`config.mk`:
```
export PLATFORM = sky130hd
export DESIGN_NAME = wp_guard_watch
export DESIGN_NICKNAME = d
export VERILOG_FILES = /design/src/rtl/wp_pkg.sv /design/src/rtl/wp_cfg_regs.sv /design/src/rtl/wp_addr_match.sv /design/src/rtl/wp_event_route.sv /design/src/rtl/wp_guard_watch.sv
export SDC_FILE = /design/constraint.sdc
export NUM_CORES = 1
export LEC_CHECK = 0
export BUFFER_PORTS_ARGS = -buffer_cell sky130_fd_sc_hd__buf_2
export CORE_UTILIZATION = 46
export DETAILED_ROUTE_END_ITERATION = 10
export MAX_ROUTING_LAYER = met4
export PLACE_DENSITY = 0.75
export SETUP_SLACK_MARGIN = 0.5
export SYNTH_ARGS = -nofsm -noshare
export SYNTH_HDL_FRONTEND = slang
export SYNTH_SLANG_ARGS = --single-unit
```
`constraint.sdc`:
```
create_clock -name clk -period 1.29 [get_ports clk]
set_input_delay 0.129 -clock clk [delete_from_list [all_inputs] [get_ports clk]]
set_output_delay 0.129 -clock clk [all_outputs]
set_load 0.02 [all_outputs]
```
`src/rtl/wp_pkg.sv`:
```
package wp_pkg;
  typedef enum logic [1:0] {
    FN_OFF = 2'd0,
    FN_RD  = 2'd1,
    FN_WR  = 2'd2,
    FN_RW  = 2'd3
  } wp_fn_e;

  typedef enum logic [1:0] {
    SEL_COMP = 2'd0,
    SEL_MASK = 2'd1,
    SEL_FUNC = 2'd2,
    SEL_CTRL = 2'd3
  } wp_sel_e;

  typedef struct packed {
    logic mon_en;
    logic halt_en;
  } wp_ctrl_t;
endpackage

```
`src/rtl/wp_cfg_regs.sv`:
```
module wp_cfg_regs
  import wp_pkg::*;
#(
  parameter int ADDR_W = 32,
  parameter int MASK_W = 5
) (
  input  logic              clk,
  input  logic              rst_n,
  input  logic              we,
  input  logic [1:0]        sel,
  input  logic [ADDR_W-1:0] wdata,
  output logic [ADDR_W-1:0] comp,
  output logic [MASK_W-1:0] mask,
  output wp_fn_e            fn,
  output wp_ctrl_t          ctrl
);
  logic [ADDR_W-1:0] comp_d;
  logic [MASK_W-1:0] mask_d;
  wp_fn_e            fn_d;
  wp_ctrl_t          ctrl_d;

  always_comb begin
    comp_d = comp;
    mask_d = mask;
    fn_d   = fn;
    ctrl_d = ctrl;
    if (we) begin
      case (wp_sel_e'(sel))
        SEL_COMP: comp_d = wdata;
        SEL_MASK: mask_d = wdata[MASK_W-1:0];
        SEL_FUNC: fn_d   = wp_fn_e'(wdata[1:0]);
        SEL_CTRL: ctrl_d = '{mon_en: wdata[1], halt_en: wdata[0]};
        default: ;
      endcase
    end
  end

  always_ff @(posedge clk or negedge rst_n) begin
    if (!rst_n) begin
      comp <= '0;
      mask <= '0;
      fn   <= FN_OFF;
      ctrl <= '0;
    end else begin
      comp <= comp_d;
      mask <= mask_d;
      fn   <= fn_d;
      ctrl <= ctrl_d;
    end
  end
endmodule

```
`src/rtl/wp_addr_match.sv`:
```
module wp_addr_match
  import wp_pkg::*;
#(
  parameter int ADDR_W = 32,
  parameter int MASK_W = 5
) (
  input  logic              valid,
  input  logic              write,
  input  logic [ADDR_W-1:0] addr,
  input  logic [ADDR_W-1:0] comp,
  input  logic [MASK_W-1:0] mask,
  input  wp_fn_e            fn,
  output logic              hit
);
  logic [ADDR_W-1:0] keep;
  logic              dir_ok;
  logic              addr_eq;

  for (genvar i = 0; i < ADDR_W; i++) begin : g_keep
    assign keep[i] = (32'(i) >= 32'(mask));
  end

  always_comb begin
    unique case (fn)
      FN_RD:   dir_ok = !write;
      FN_WR:   dir_ok = write;
      FN_RW:   dir_ok = 1'b1;
      default: dir_ok = 1'b0;
    endcase
    addr_eq = ((addr ^ comp) & keep) == '0;
    hit     = valid && dir_ok && addr_eq;
  end
endmodule

```
`src/rtl/wp_event_route.sv`:
```
module wp_event_route
  import wp_pkg::*;
(
  input  logic     clk,
  input  logic     rst_n,
  input  logic     hit,
  input  wp_ctrl_t ctrl,
  input  logic     sta_rd,
  output logic     halt_req,
  output logic     mon_req,
  output logic     matched
);
  logic halt_d, mon_d, matched_d;

  always_comb begin
    halt_d    = hit && ctrl.halt_en;
    mon_d     = hit && !ctrl.halt_en && ctrl.mon_en;
    matched_d = hit || (matched && !sta_rd);
  end

  always_ff @(posedge clk or negedge rst_n) begin
    if (!rst_n) begin
      halt_req <= 1'b0;
      mon_req  <= 1'b0;
      matched  <= 1'b0;
    end else begin
      halt_req <= halt_d;
      mon_req  <= mon_d;
      matched  <= matched_d;
    end
  end

  assert_excl_R5: assert property (@(posedge clk) disable iff (!rst_n)
    !(halt_req && mon_req));
  assert_quiet_R7: assert property (@(posedge clk) disable iff (!rst_n)
    (!ctrl.halt_en && !ctrl.mon_en) |=> (!halt_req && !mon_req));
  assert_set_R8: assert property (@(posedge clk) disable iff (!rst_n)
    hit |=> matched);
  assert_hold_R8: assert property (@(posedge clk) disable iff (!rst_n)
    (matched && !sta_rd) |=> matched);
endmodule

```
`src/rtl/wp_guard_watch.sv`:
```
module wp_guard_watch
  import wp_pkg::*;
#(
  parameter int ADDR_W = 32,
  parameter int MASK_W = 5
) (
  input  logic              clk,
  input  logic              rst_n,
  input  logic              cfg_we,
  input  logic [1:0]        cfg_sel,
  input  logic [ADDR_W-1:0] cfg_wdata,
  input  logic              sta_rd,
  input  logic              bus_valid,
  input  logic [ADDR_W-1:0] bus_addr,
  input  logic              bus_write,
  output logic              halt_req,
  output logic              mon_req,
  output logic              matched
);
  logic              rst_q1, rst_q2;
  logic [ADDR_W-1:0] comp;
  logic [MASK_W-1:0] mask;
  wp_fn_e            fn;
  wp_ctrl_t          ctrl;
  logic              hit;

  always_ff @(posedge clk or negedge rst_n) begin
    if (!rst_n) begin
      rst_q1 <= 1'b0;
      rst_q2 <= 1'b0;
    end else begin
      rst_q1 <= 1'b1;
      rst_q2 <= rst_q1;
    end
  end

  wp_cfg_regs #(.ADDR_W(ADDR_W), .MASK_W(MASK_W)) u_regs (
    .clk(clk), .rst_n(rst_q2), .we(cfg_we), .sel(cfg_sel), .wdata(cfg_wdata),
    .comp(comp), .mask(mask), .fn(fn), .ctrl(ctrl)
  );

  wp_addr_match #(.ADDR_W(ADDR_W), .MASK_W(MASK_W)) u_match (
    .valid(bus_valid), .write(bus_write), .addr(bus_addr),
    .comp(comp), .mask(mask), .fn(fn), .hit(hit)
  );

  wp_event_route u_route (
    .clk(clk), .rst_n(rst_q2), .hit(hit), .ctrl(ctrl), .sta_rd(sta_rd),
    .halt_req(halt_req), .mon_req(mon_req), .matched(matched)
  );

  assert_idle_R2: assert property (@(posedge clk) disable iff (!rst_n)
    !bus_valid |=> (!halt_req && !mon_req));
  assert_off_R4: assert property (@(posedge clk) disable iff (!rst_q2)
    (fn == FN_OFF) |=> (!halt_req && !mon_req));
endmodule

```
==> metrics.md, run 1 <==
| Metric | Value |
|---|---|
| Commonest non-fill, non-tap cell in the layout | buf_2 |
| Final hold viol count | 0 |
| I/O pin count | 75 |
| Critical Path AT | around 2.0 ns |
| Hold WC Path Type | input port to flop |
| Seq/Total Area, Yosys | roughly 48% |
| Combinational power share | 37.0% |
| Final worst slack | -0.500 ns |
| TritonCTS Buffers | 5 |
| DRT Pass-1 Iters | 4 |
| Post-synthesis cell area | 2390 sq um |
| Core area | around 4800 sq um |
| GRT Total Usage | roughly a quarter |
| DR WL/cell | 17.3 um |
| Clock share of power | between 20% and 30% |
| Post-synth EDFFs | 0 |
| Most used DFF post-synth | dfrtp_1 |
| Reg2reg end | u_route.halt_req |
| Critical path data required time | approximately 1.5 ns |
| Critical path class | flop to flop |
| Peak supply drop | around 0.94 mV |
| Root Driver | clkbuf_8 |
| Delay-heaviest family, CP | compound AO/OA/AOI/OAI gates |
| Non-Filler Instances | about 390 |
| Leak Pwr | approximately 0.0018 uW |
| Syn avg cell area | 12.3 sq um |
| Die area | 5490 sq um |
| Design Power | slightly below 5000 uW |
| Chip width | about 74 um |
| Hold path startpoint | cfg_wdata[20] |
| Hold EP | u_regs.comp[20] |
| Distinct cells, synth | 40 |
| Synth top area share | between 40% and 50% |
| DRT iter0 DRCs | 91 |
| Switching part of the total power | between 20 and 30% |
| Pre-CTS WS | -0.569 ns |
| Post-Syn Nets | 267 |
| Clk sinks | 46 |
| Tmin final | 1.79 ns |
| Initial core utilization | 49.3% |
| Cell Pwr Density | roughly 1300 nW/um^2 |
| Final setup fails | 3 |
| Top cells by area, synth | dfrtp_1 (48%), mux2_2 (20%), xnor2_1 (6.2%), xor2_1 (5.5%), o21ai_0 (1.9%) |
| Clock skew | 0.00868 ns |
| Yosys synthesis warning count | 0 |
| RSZ-0062 raised after global routing | true |
| Worst Path Buf+Inv | 0 |
| Die Ht | 74.1 um |
| CTS max path bufs | 2 |
| Post-DP HPWL | roughly 4300 um |
| First-pass GRT wire length | 10200 um |
| Via count of the first global-routing pass | between 2000 and 2500 |
| Layout Nets | a little under 400 |
| Commonest non-fill, non-tap cells in the layout | buf_2 (68), dfrtp_1 (40), mux2_4 (38) |
| Vias | between 2000 and 2500 |
| Crit Path Max Fanout | 3 |
| Antenna violations before repair | 0 |
| Share of cells above drive strength 1 | approximately 60% |
| Final period util | 139% |
| Failing checks | negative setup slack |
| # rows | 25 |
| Vias per cell | 5.20 |
| Sequential Power Share | between 30 and 40% |
| Yosys top cell by area | dfrtp_1 |
| Run status | finished, violations left |
| Number of I/O port buffers | 74 |
| Routability cong. | ~0.90 |
| Drt drc | 0 |
| Async S/R FF share, synth | 100% |
| CP Cell Sequence | xor2_1, a211oi_2, o2bb2ai_1, nor4_2, o2111ai_2, nor2_1 |
| Slowest cell delay on critical path | roughly 0.40 ns |
| Synthesized instance count | ~200 |
| Reg-to-Reg Start | u_regs.comp[20] |
| DRT Wirelength | between 6000 and 7000 um |
| Max-slew violations | 0 |
| CP Launch Type | flop |
| Clk slew on worst S/H paths | 0.09 ns |
| Area growth from synthesis to layout | 55.9% |
| Max cap viols | 0 |
| Switch Pwr | between 1000 and 1500 uW |
| H-tree level count | 2 |
| Clock Latency Late Sink | ~0.3 ns |
| Worst hold slack | about 0.047 ns |
| Placed Cells | between 300 and 400 |
| Reg-to-reg slack, setup | -0.50 ns |
| Peak Freq | roughly 0.56 GHz |
| CTS tree | done |
| Antenna Nets Post-Route | 0 |
| Seq cells post-synth | 46 |
| Register-to-Register Path Depth | 6 |
| Internal cell power | 3430 uW |
| Gr ovfl total | 0 |
| Antenna Cells | 0 |
| Largest net degree at the start of global routing | 45 |
| Hold path depth | 2 |
| Crit. End Element | flop |
| Slowest CP cell | dfrtp_1 |
[power groups by stage]
| stage | Combinational, uW | Sequential (uW) | Clock [uW] |
|---|---|---|---|
| floorplan | 976 | 1880 | 0 |
| global placement | 1410 | 1950 | 0 |
| detailed placement | 1430 | 1960 | 0 |
| CTS | 1690 | 1910 | 1140 |
| global route | 1910 | 1950 | 1200 |
| finish | 1790 | 1920 | 1130 |
[logic make-up after synthesis]
kind of cell           after synthesis  synth area share [%]
flip-flops                          46                  48.2
multiplexers                        42                  19.8
AO/OA/AOI/OAI                       37                  10.6
XOR/XNOR                            32                  11.7
AND/OR/NAND/NOR                     24                  6.28
buffers and inverters               13                  3.25
other                                1                 0.157
[timing repair]
item	CTS	global route
resized for setup	38	13
pin swaps	4	2
buffers inserted	17	1
hold endpoints to repair	3	0
endpoints found under the setup margin	44	88
hold buffers	2	0
gates cloned	3	0
[through the flow]
step | util, % | TNS (ns) | cell area [sq um]
floorplan | - | -0.810 | 2590
global route | 76.9 | -1.57 | 3730
finish | 76.9 | -1.42 | 3730
CTS | 75.5 | -1.32 | 3660
detailed placement | 66.0 | -1.60 | 3200
global placement | 66.0 | -1.49 | 3200
[state kept, by name (all words and copies together), names as in the netlist]
signal and count:
rst_q2 1, rst_q1 1, u_route.halt_req 1, u_regs.fn 2, u_regs.ctrl 2, u_route.mon_req 1
u_route.matched 1, u_regs.mask 5, u_regs.comp 32
[layout make-up]
type                       count  area (sq um)
clock buffer                   7          86.3
sequential                    46          1160
inverter                       3          11.3
multi-input combinational    136          1360
fill                         313          1120
tap                           67          83.8
clock inverter                 1          30.0
timing repair buffer         129           992
[Yosys cell counts (all sizes together), types with 2 or more instances]
cell and instances:
a211oi 3, a21oi 6, a22oi 2, and2 2
buf 10, dfrtp 46, inv 3, mux2 42
nand2 5, nand3 3, nand3b 2, nand4 2
nor2 3, nor3b 3, o211ai 3, o21ai 9
o31ai 2, xnor2 17, xor2 15
[how the worst max path moves through the flow]
stage                          startpoint          endpoint  slack, ns  depth (start not counted)
after floorplan            u_regs.mask[3]   u_route.mon_req      -0.32                          8
after global placement     u_regs.mask[0]   u_route.mon_req      -0.54                          6
after detailed placement   u_regs.mask[3]   u_route.mon_req      -0.57                          6
after CTS                  u_regs.mask[1]  u_route.halt_req      -0.46                          7
after global routing      u_regs.comp[16]  u_route.halt_req      -0.55                          6
final                     u_regs.comp[20]  u_route.halt_req      -0.50                          6
[worst reg2reg max path, cell delays in order (launching register included)]
cell and delay, ns:
dfrtp_1 0.40, xor2_1 0.20, a211oi_2 0.28, o2bb2ai_1 0.12
nor4_2 0.31, o2111ai_2 0.21, nor2_1 0.20
[per-layer routing]
metal	track usage [%]	share of wire [%]	vias to the layer above
li1	-	-	953
met1	33.7	43	994
met2	44.0	52	68
met3	4.20	4.6	8
met4	7.91	1.1	0
met5	-	0	-
Note: power is estimated with default switching activity, not from simulation.
==> run 2, diff against run 1 <==
PLACE_DENSITY = 0.74   (was 0.75)
SYNTH_HIERARCHICAL = 1   (was default)
==> run 2 against run 1 <==
Effect of this change: the flow still finishes with violations (negative setup slack); routed wire length down 3.8%; combinational power increased by 7%; global-route usage shrank 1.6 points; synthesized area rose by 4.1%; worst hold slack better by 0.0027 ns; die area increased by 4.0%; setup slack got worse by 0.27 ns; clock skew decreased by 0.0023 ns; clock power down 6%; sequential share of layout area decreased by 0.58 points; via count rose by 0.74%; design area increased by 1.6%.
==> metrics.md, run 2 <==
| Metric | Value |
|---|---|
| Final setup fails | 3 |
| Commonest non-fill, non-tap cells in the layout | buf_2 (68), dfrtp_1 (43), mux2_4 (38) |
| Post-synthesis cell area | 2490 sq um |
| Initial core utilization | 48.1% |
| RSZ-0062 raised after global routing | true |
| First-pass GRT wire length | between 9000 and 10000 um |
| Multi-input logic area | ~1500 sq um |
| Peak Freq | ~0.5 GHz |
| GRT Total Usage | roughly 25% |
| Util after Layout | about three quarters |
| Final hold viol count | 0 |
| Commonest non-fill, non-tap cell in the layout | buf_2 |
| Chip width | 75.6 um |
| Reg2reg end | u_route/mon_req |
| Worst hold slack | about 0.050 ns |
| Largest register by flop count | u_regs/comp |
| Drt drc | 0 |
| DRT Wirelength | 6480 um |
| Yosys synthesis warning count | 6 |
| Slowest cell delay on critical path | approximately 0.51 ns |
| Layout Nets | 404 |
| Post-Syn Nets | about 280 |
| Reg-to-reg slack, setup | -0.77 ns |
| CP Launch Type | flop |
| Yosys top cell by area | dfrtp_1 |
| Cell Pwr Density | 1290 nW/um^2 |
| # rows | 26 |
| CTS tree | done |
| TritonCTS Buffers | 5 |
| Via count of the first global-routing pass | roughly 2100 |
| Synthesized instance count | 210 |
| CTS max path bufs | 2 |
| Tmin final | between 2 and 2.5 ns |
| Hold path startpoint | cfg_wdata[12] |
| DRT Pass-1 Iters | 4 |
| Antenna Cells | 0 |
| Hold EP | u_regs/comp[12] |
| Peak supply drop | between 0.7 and 0.8 mV |
| CP Cell Sequence | and2_4, a21oi_2, nor4_2, nand3_1, or4b_4, nor4_4, nand2_1, nor2_1 |
| Die area | ~5700 sq um |
| Reg-to-Reg Start | u_regs/mask[2] |
| Leak Pwr | between 0.0015 and 0.002 uW |
| Gr ovfl total | 0 |
| Hold WC Path Type | input port to flop |
| Top Registers | u_regs/comp: 32 flops, u_regs/mask: 5 flops |
| Crit Path Max Fanout | 5 |
| Crit. End Element | flop |
| DR WL/cell | roughly 16 um |
| Number of I/O port buffers | 74 |
| Vias | approximately 2000 |
| Run status | finished, violations left |
| Critical Path AT | between 2 and 2.5 ns |
| Die Ht | ~76 um |
| Post-synth EDFFs | 0 |
| Antenna Nets Post-Route | 0 |
| Syn avg cell area | around 12 sq um |
| Relative max-transition margin | between 50 and 60% |
| Filler cells | between 300 and 400 |
| Clock Latency Late Sink | roughly 0.30 ns |
| Distinct cells, synth | 38 |
| Max cap viols | 0 |
| Clock skew | between 0.006 and 0.007 ns |
| Antenna violations before repair | 0 |
| Most frequent cell after synthesis | dfrtp_1 |
| Failing checks | negative setup slack |
| Routability cong. | 0.903 |
| Seq/Total Area, Yosys | roughly 46% |
| Max reg flops | 32 |
| Commonest cells post-synth | dfrtp_1 (46), mux2_2 (40), xnor2_1 (27), nor2_1 (11), o21ai_0 (10) |
| Non-Filler Instances | 403 |
| Async S/R FF share, synth | 100% |
| Root Driver | clkbuf_8 |
| Register area | 1160 sq um |
| Slew @ Worst Pin | just over 0.6 ns |
| Core area | just over 5000 sq um |
| Clk slew on worst S/H paths | roughly 0.090 ns |
| Post-DP HPWL | 4520 um |
| Final period util | 159% |
| Hold path depth | 2 |
| Slowest CP cell | or4b_4 |
| Final worst slack | -0.767 ns |
| Top cells by area, synth | dfrtp_1 (46%), mux2_2 (18%), xnor2_1 (9.5%), xnor2_4 (2.2%), o21ai_0 (2.0%) |
| Share of cells above drive strength 1 | 58.9% |
| H-tree level count | 2 |
| Synth top area share | between 40 and 50% |
| Critical path data required time | approximately 1.5 ns |
| Register-to-Register Path Depth | 8 |
| Max-slew violations | 0 |
| Seq cells post-synth | 46 |
| Area growth from synthesis to layout | 52.1% |
| Largest net degree at the start of global routing | 45 |
| Most used DFF post-synth | dfrtp_1 |
| Critical path class | flop to flop |
| DRT iter0 DRCs | ~140 |
| I/O pin count | between 70 and 80 |
| Placed Cells | between 300 and 400 |
| Clk sinks | 46 |
| Vias per cell | between 5 and 6 |
-- run 2: changes by cell type in the layout (fill, tap and decap cells not counted), sizes merged, moves of 3 or more --
cell / before / now
nand2: 5 / 8
nor2: 3 / 11
nor3: 0 / 3
nor4: 1 / 4
xnor2: 17 / 29
xor2: 15 / 3
-- run 2: area by class of cell --
class	instances	share of cell area, %
clock buffers	5	1.82
clock inverters	3	1.06
inverters	3	0.298
multi-input cells	150	38.9
flip-flops and latches	46	30.6
well taps	70	2.31
repair buffers	126	25.0
-- run 2: cell families after synthesis --
| kind of cell | share of synthesized area, % |
|---|---|
| AO/OA/AOI/OAI | 9.30 |
| XOR/XNOR | 12.8 |
| buffers and inverters | 3.87 |
| flip-flops | 46.3 |
| multiplexers | 19.0 |
| other | 0.151 |
| AND/OR/NAND/NOR | 8.65 |
-- run 2: per-layer routing --
metal / vias up / wire length (um) / track usage [%]
met1: 963 / 2860 / 32.9
met5: - / 0 / -
met3: 10 / 301 / 3.84
met2: 74 / 3190 / 40.3
met4: 0 / 126 / 7.61
li1: 991 / - / -
-- run 2: how the worst max path moves through the flow --
stage	from	to	slack [ns]
3_5_place_dp	u_regs/comp[30]	u_route/mon_req	-0.90
3_3_place_gp	u_regs/comp[10]	u_route/mon_req	-0.87
5_1_grt	u_regs/mask[2]	u_route/mon_req	-0.92
2_1_floorplan	u_regs/mask[3]	u_route/halt_req	-0.72
4_1_cts	u_regs/comp[30]	u_route/mon_req	-0.83
6_report	u_regs/mask[2]	u_route/mon_req	-0.77
-- run 2: power breakdown --
part           internal (uW)  total, uW  leakage, uW  switching (uW)
Sequential              1690       1920     0.000547             225
Combinational           1170       1910      0.00120             739
Clock                    570       1060    0.0000579             489
Total                   3430       4880      0.00180            1450
-- run 2: timing repair --
item | in CTS | in global routing
gates resized for setup | 47 | 6
endpoints found under the setup margin | 43 | 88
hold buffers | 1 | 0
cloned | 2 | 0
hold endpoints to repair | 2 | 0
pin swaps | 12 | 4
buffers inserted | 8 | 3
-- run 2: worst max-delay path: cells and delay by family (launching register included) --
family | cells | cell delay [ns]
flops | 1 | 0.41
compound gates | 1 | 0.06
simple gates | 7 | 1.53
-- run 2: through the flow --
step                      setup WS [ns]  total power, uW  TNS [ns]  area, sq um
after CTS                        -0.827             4840     -2.42         3720
after detailed placement         -0.903             3550     -2.64         3300
final                            -0.767             4880     -2.24         3780
after floorplan                  -0.722             2900     -2.11         2620
after global routing             -0.921             5150     -2.65         3780
after global placement           -0.870             3510     -2.54         3300
==> run 3, diff against run 2 <==
ABC_CLOCK_PERIOD_IN_PS = 2000   (was default)
CORE_UTILIZATION = 51   (was 46)
PLACE_DENSITY = 0.78   (was 0.74)
clock period = 2 ns   (was 1.29 ns; I/O delays follow)
==> run 3 against run 2 <==
Effect of this change: the run still ends with negative setup slack left; highest routed layer unchanged; non-clock buffer count decreased by 22; largest cell class unchanged; register-to-register slack better by 0.72 ns; worst hold slack better by 0.076 ns; setup slack gained 0.72 ns; sequential share of layout area grew 4.9 points; die area decreased by 9.6%; global-route usage down 0.88 points; clock power decreased by 36%; utilization down 4.2 points; critical path depth decreased by 2; power shrank 42%; sequential power is 36% lower.
==> metrics.md, run 3 (same netlist as run 2, synthesis figures left out) <==
| Metric | Value |
|---|---|
| Run status | finished, violations left |
| Failing checks | negative setup slack |
| Commonest non-fill, non-tap cell in the layout | buf_2 |
| Largest net degree at the start of global routing | 33 |
| Vias per cell | 5.10 |
| RSZ-0062 raised after global routing | true |
| Share of cells above drive strength 1 | a little over half |
| Antenna Cells | 0 |
| Drt drc | 0 |
| Filler cells | approximately 360 |
| DRT iter0 DRCs | ~120 |
| Vias | 1928 |
| DR WL/cell | 15.1 um |
| Non-Filler Instances | 378 |
| Max cap viols | 0 |
| Hold WC Path Type | input port to flop |
| Cell Pwr Density | roughly 900 nW/um^2 |
| CP Launch Type | flop |
| Crit Path Max Fanout | 3 |
| Core area | 4720 sq um |
| H-tree level count | 2 |
| Antenna violations before repair | 0 |
| I/O pin count | 75 |
| Util after Layout | approximately 69% |
| Area growth from synthesis to layout | 31.0% |
| TritonCTS Buffers | 5 |
| Crit. End Element | flop |
| Root Driver | clkbuf_8 |
| Relative max-transition margin | 66.4% |
| Clk sinks | 46 |
| CTS max path bufs | 2 |
| CTS tree | done |
| Die area | 5160 sq um |
| Final period util | 102% |
| Clock Latency Late Sink | between 0.2 and 0.3 ns |
| Post-DP HPWL | 4460 um |
| Final setup fails | 2 |
| Clock skew | 0.00420 ns |
| Initial core utilization | between 50% and 60% |
| Die Ht | 71.9 um |
| Slew @ Worst Pin | between 0.4 and 0.5 ns |
| GRT Total Usage | approximately a quarter |
| Final worst slack | -0.0464 ns |
| Leak Pwr | approximately 0.0015 uW |
| Max-slew violations | 0 |
| Routability cong. | 0.900 |
| Largest register by flop count | u_regs/comp |
| Commonest non-fill, non-tap cells in the layout | buf_2 (74), dfrtp_1 (43), mux2_2 (40) |
| Critical path data required time | between 2 and 2.5 ns |
| Placed Cells | between 300 and 400 |
| Top Registers | u_regs/comp: 32 flops, u_regs/mask: 5 flops |
| Via count of the first global-routing pass | between 1500 and 2000 |
| Critical Path AT | 2.28 ns |
| # rows | 25 |
| Number of I/O port buffers | 74 |
| DRT Wirelength | 5720 um |
| Final hold viol count | 0 |
| Peak supply drop | around 0.57 mV |
| Tmin final | roughly 2.0 ns |
| Max reg flops | 32 |
| First-pass GRT wire length | around 9200 um |
| Antenna Nets Post-Route | 0 |
| Gr ovfl total | 0 |
| Chip width | slightly above 70 um |
| Peak Freq | roughly 0.49 GHz |
| Critical path class | flop to flop |
| Clk slew on worst S/H paths | around 0.080 ns |
| Layout Nets | roughly 380 |
| Worst hold slack | 0.125 ns |
| DRT Pass-1 Iters | 4 |
-- run 3: cell count changes in the layout (fill, tap and decap cells not counted), moves of 2 or more --
cell / change
mux2_1: +2
buf_4: -3
xnor2_2: -5
buf_12: -3
buf_6: -19
clkinv_2: -2
buf_16: -2
mux2_4: -38
mux2_2: +36
xnor2_1: +5
buf_2: +6
-- run 3: per-layer routing --
| layer | GRT usage (%) | vias to the layer above | part of all wire, % |
|---|---|---|---|
| li1 | - | 944 | - |
| met3 | 4.22 | 5 | 4.9 |
| met5 | - | - | 0 |
| met2 | 38.6 | 65 | 50 |
| met1 | 32.3 | 914 | 44 |
| met4 | 5.88 | 0 | 0.79 |
-- run 3: through the flow --
stage	setup slack [ns]	TNS [ns]	power (uW)	cell area, sq um
after floorplan	-0.0116	-0.0227	1790	2500
after global placement	-0.158	-0.404	2120	3090
after detailed placement	-0.199	-0.520	2140	3090
after CTS	-0.0591	-0.106	2860	3240
after global routing	-0.162	-0.426	3010	3260
final	-0.0464	-0.0782	2850	3260
-- run 3: critical path, stage by stage (launching register included) --
cell	delay (ns)
dfrtp_2	0.45
xnor2_4	0.15
o211ai_1	0.14
o41ai_2	0.37
or4b_4	0.51
nor4_4	0.20
and2_1	0.18
-- run 3: path summary, 6_finish.rpt --
check                           startpoint               end  slack [ns]  cells after the start
min in group asynchronous           rst_q2   u_regs/comp[17]        0.14                      0
max                        u_regs/comp[18]  u_route/halt_req       -0.05                      6
max in group asynchronous           rst_q2   u_regs/comp[30]        1.33                      1
min reg2reg                         rst_q2   u_regs/comp[17]        0.14                      0
min                          cfg_wdata[29]   u_regs/comp[29]        0.13                      2
max reg2reg                u_regs/comp[18]  u_route/halt_req       -0.05                      6
-- run 3: where the power goes --
group	internal (uW)	total (uW)	leakage (uW)	switching, uW
sequential	1090	1220	0.000547	128
clock	373	682	0.0000514	309
combinational	537	954	0.000877	416
-- run 3: what timing repair did --
item                       in CTS  in global routing
setup endpoints to repair       3                  3
hold buffers                    1                  0
setup buffers                   0                  1
hold endpoints to repair        2                  0
resized for setup               7                  2
pin swaps                       7                  1
-- run 3: layout make-up --
class | instances | area (sq um) | area share, %
Sequential cell | 46 | 1150 | 35.4
Timing Repair Buffer | 104 | 611 | 18.7
Clock buffer | 6 | 72.6 | 2.23
Inverter | 3 | 11.3 | 0.345
Tap cell | 67 | 83.8 | 2.57
Clock inverter | 2 | 37.5 | 1.15
Multi-Input combinational cell | 150 | 1290 | 39.5
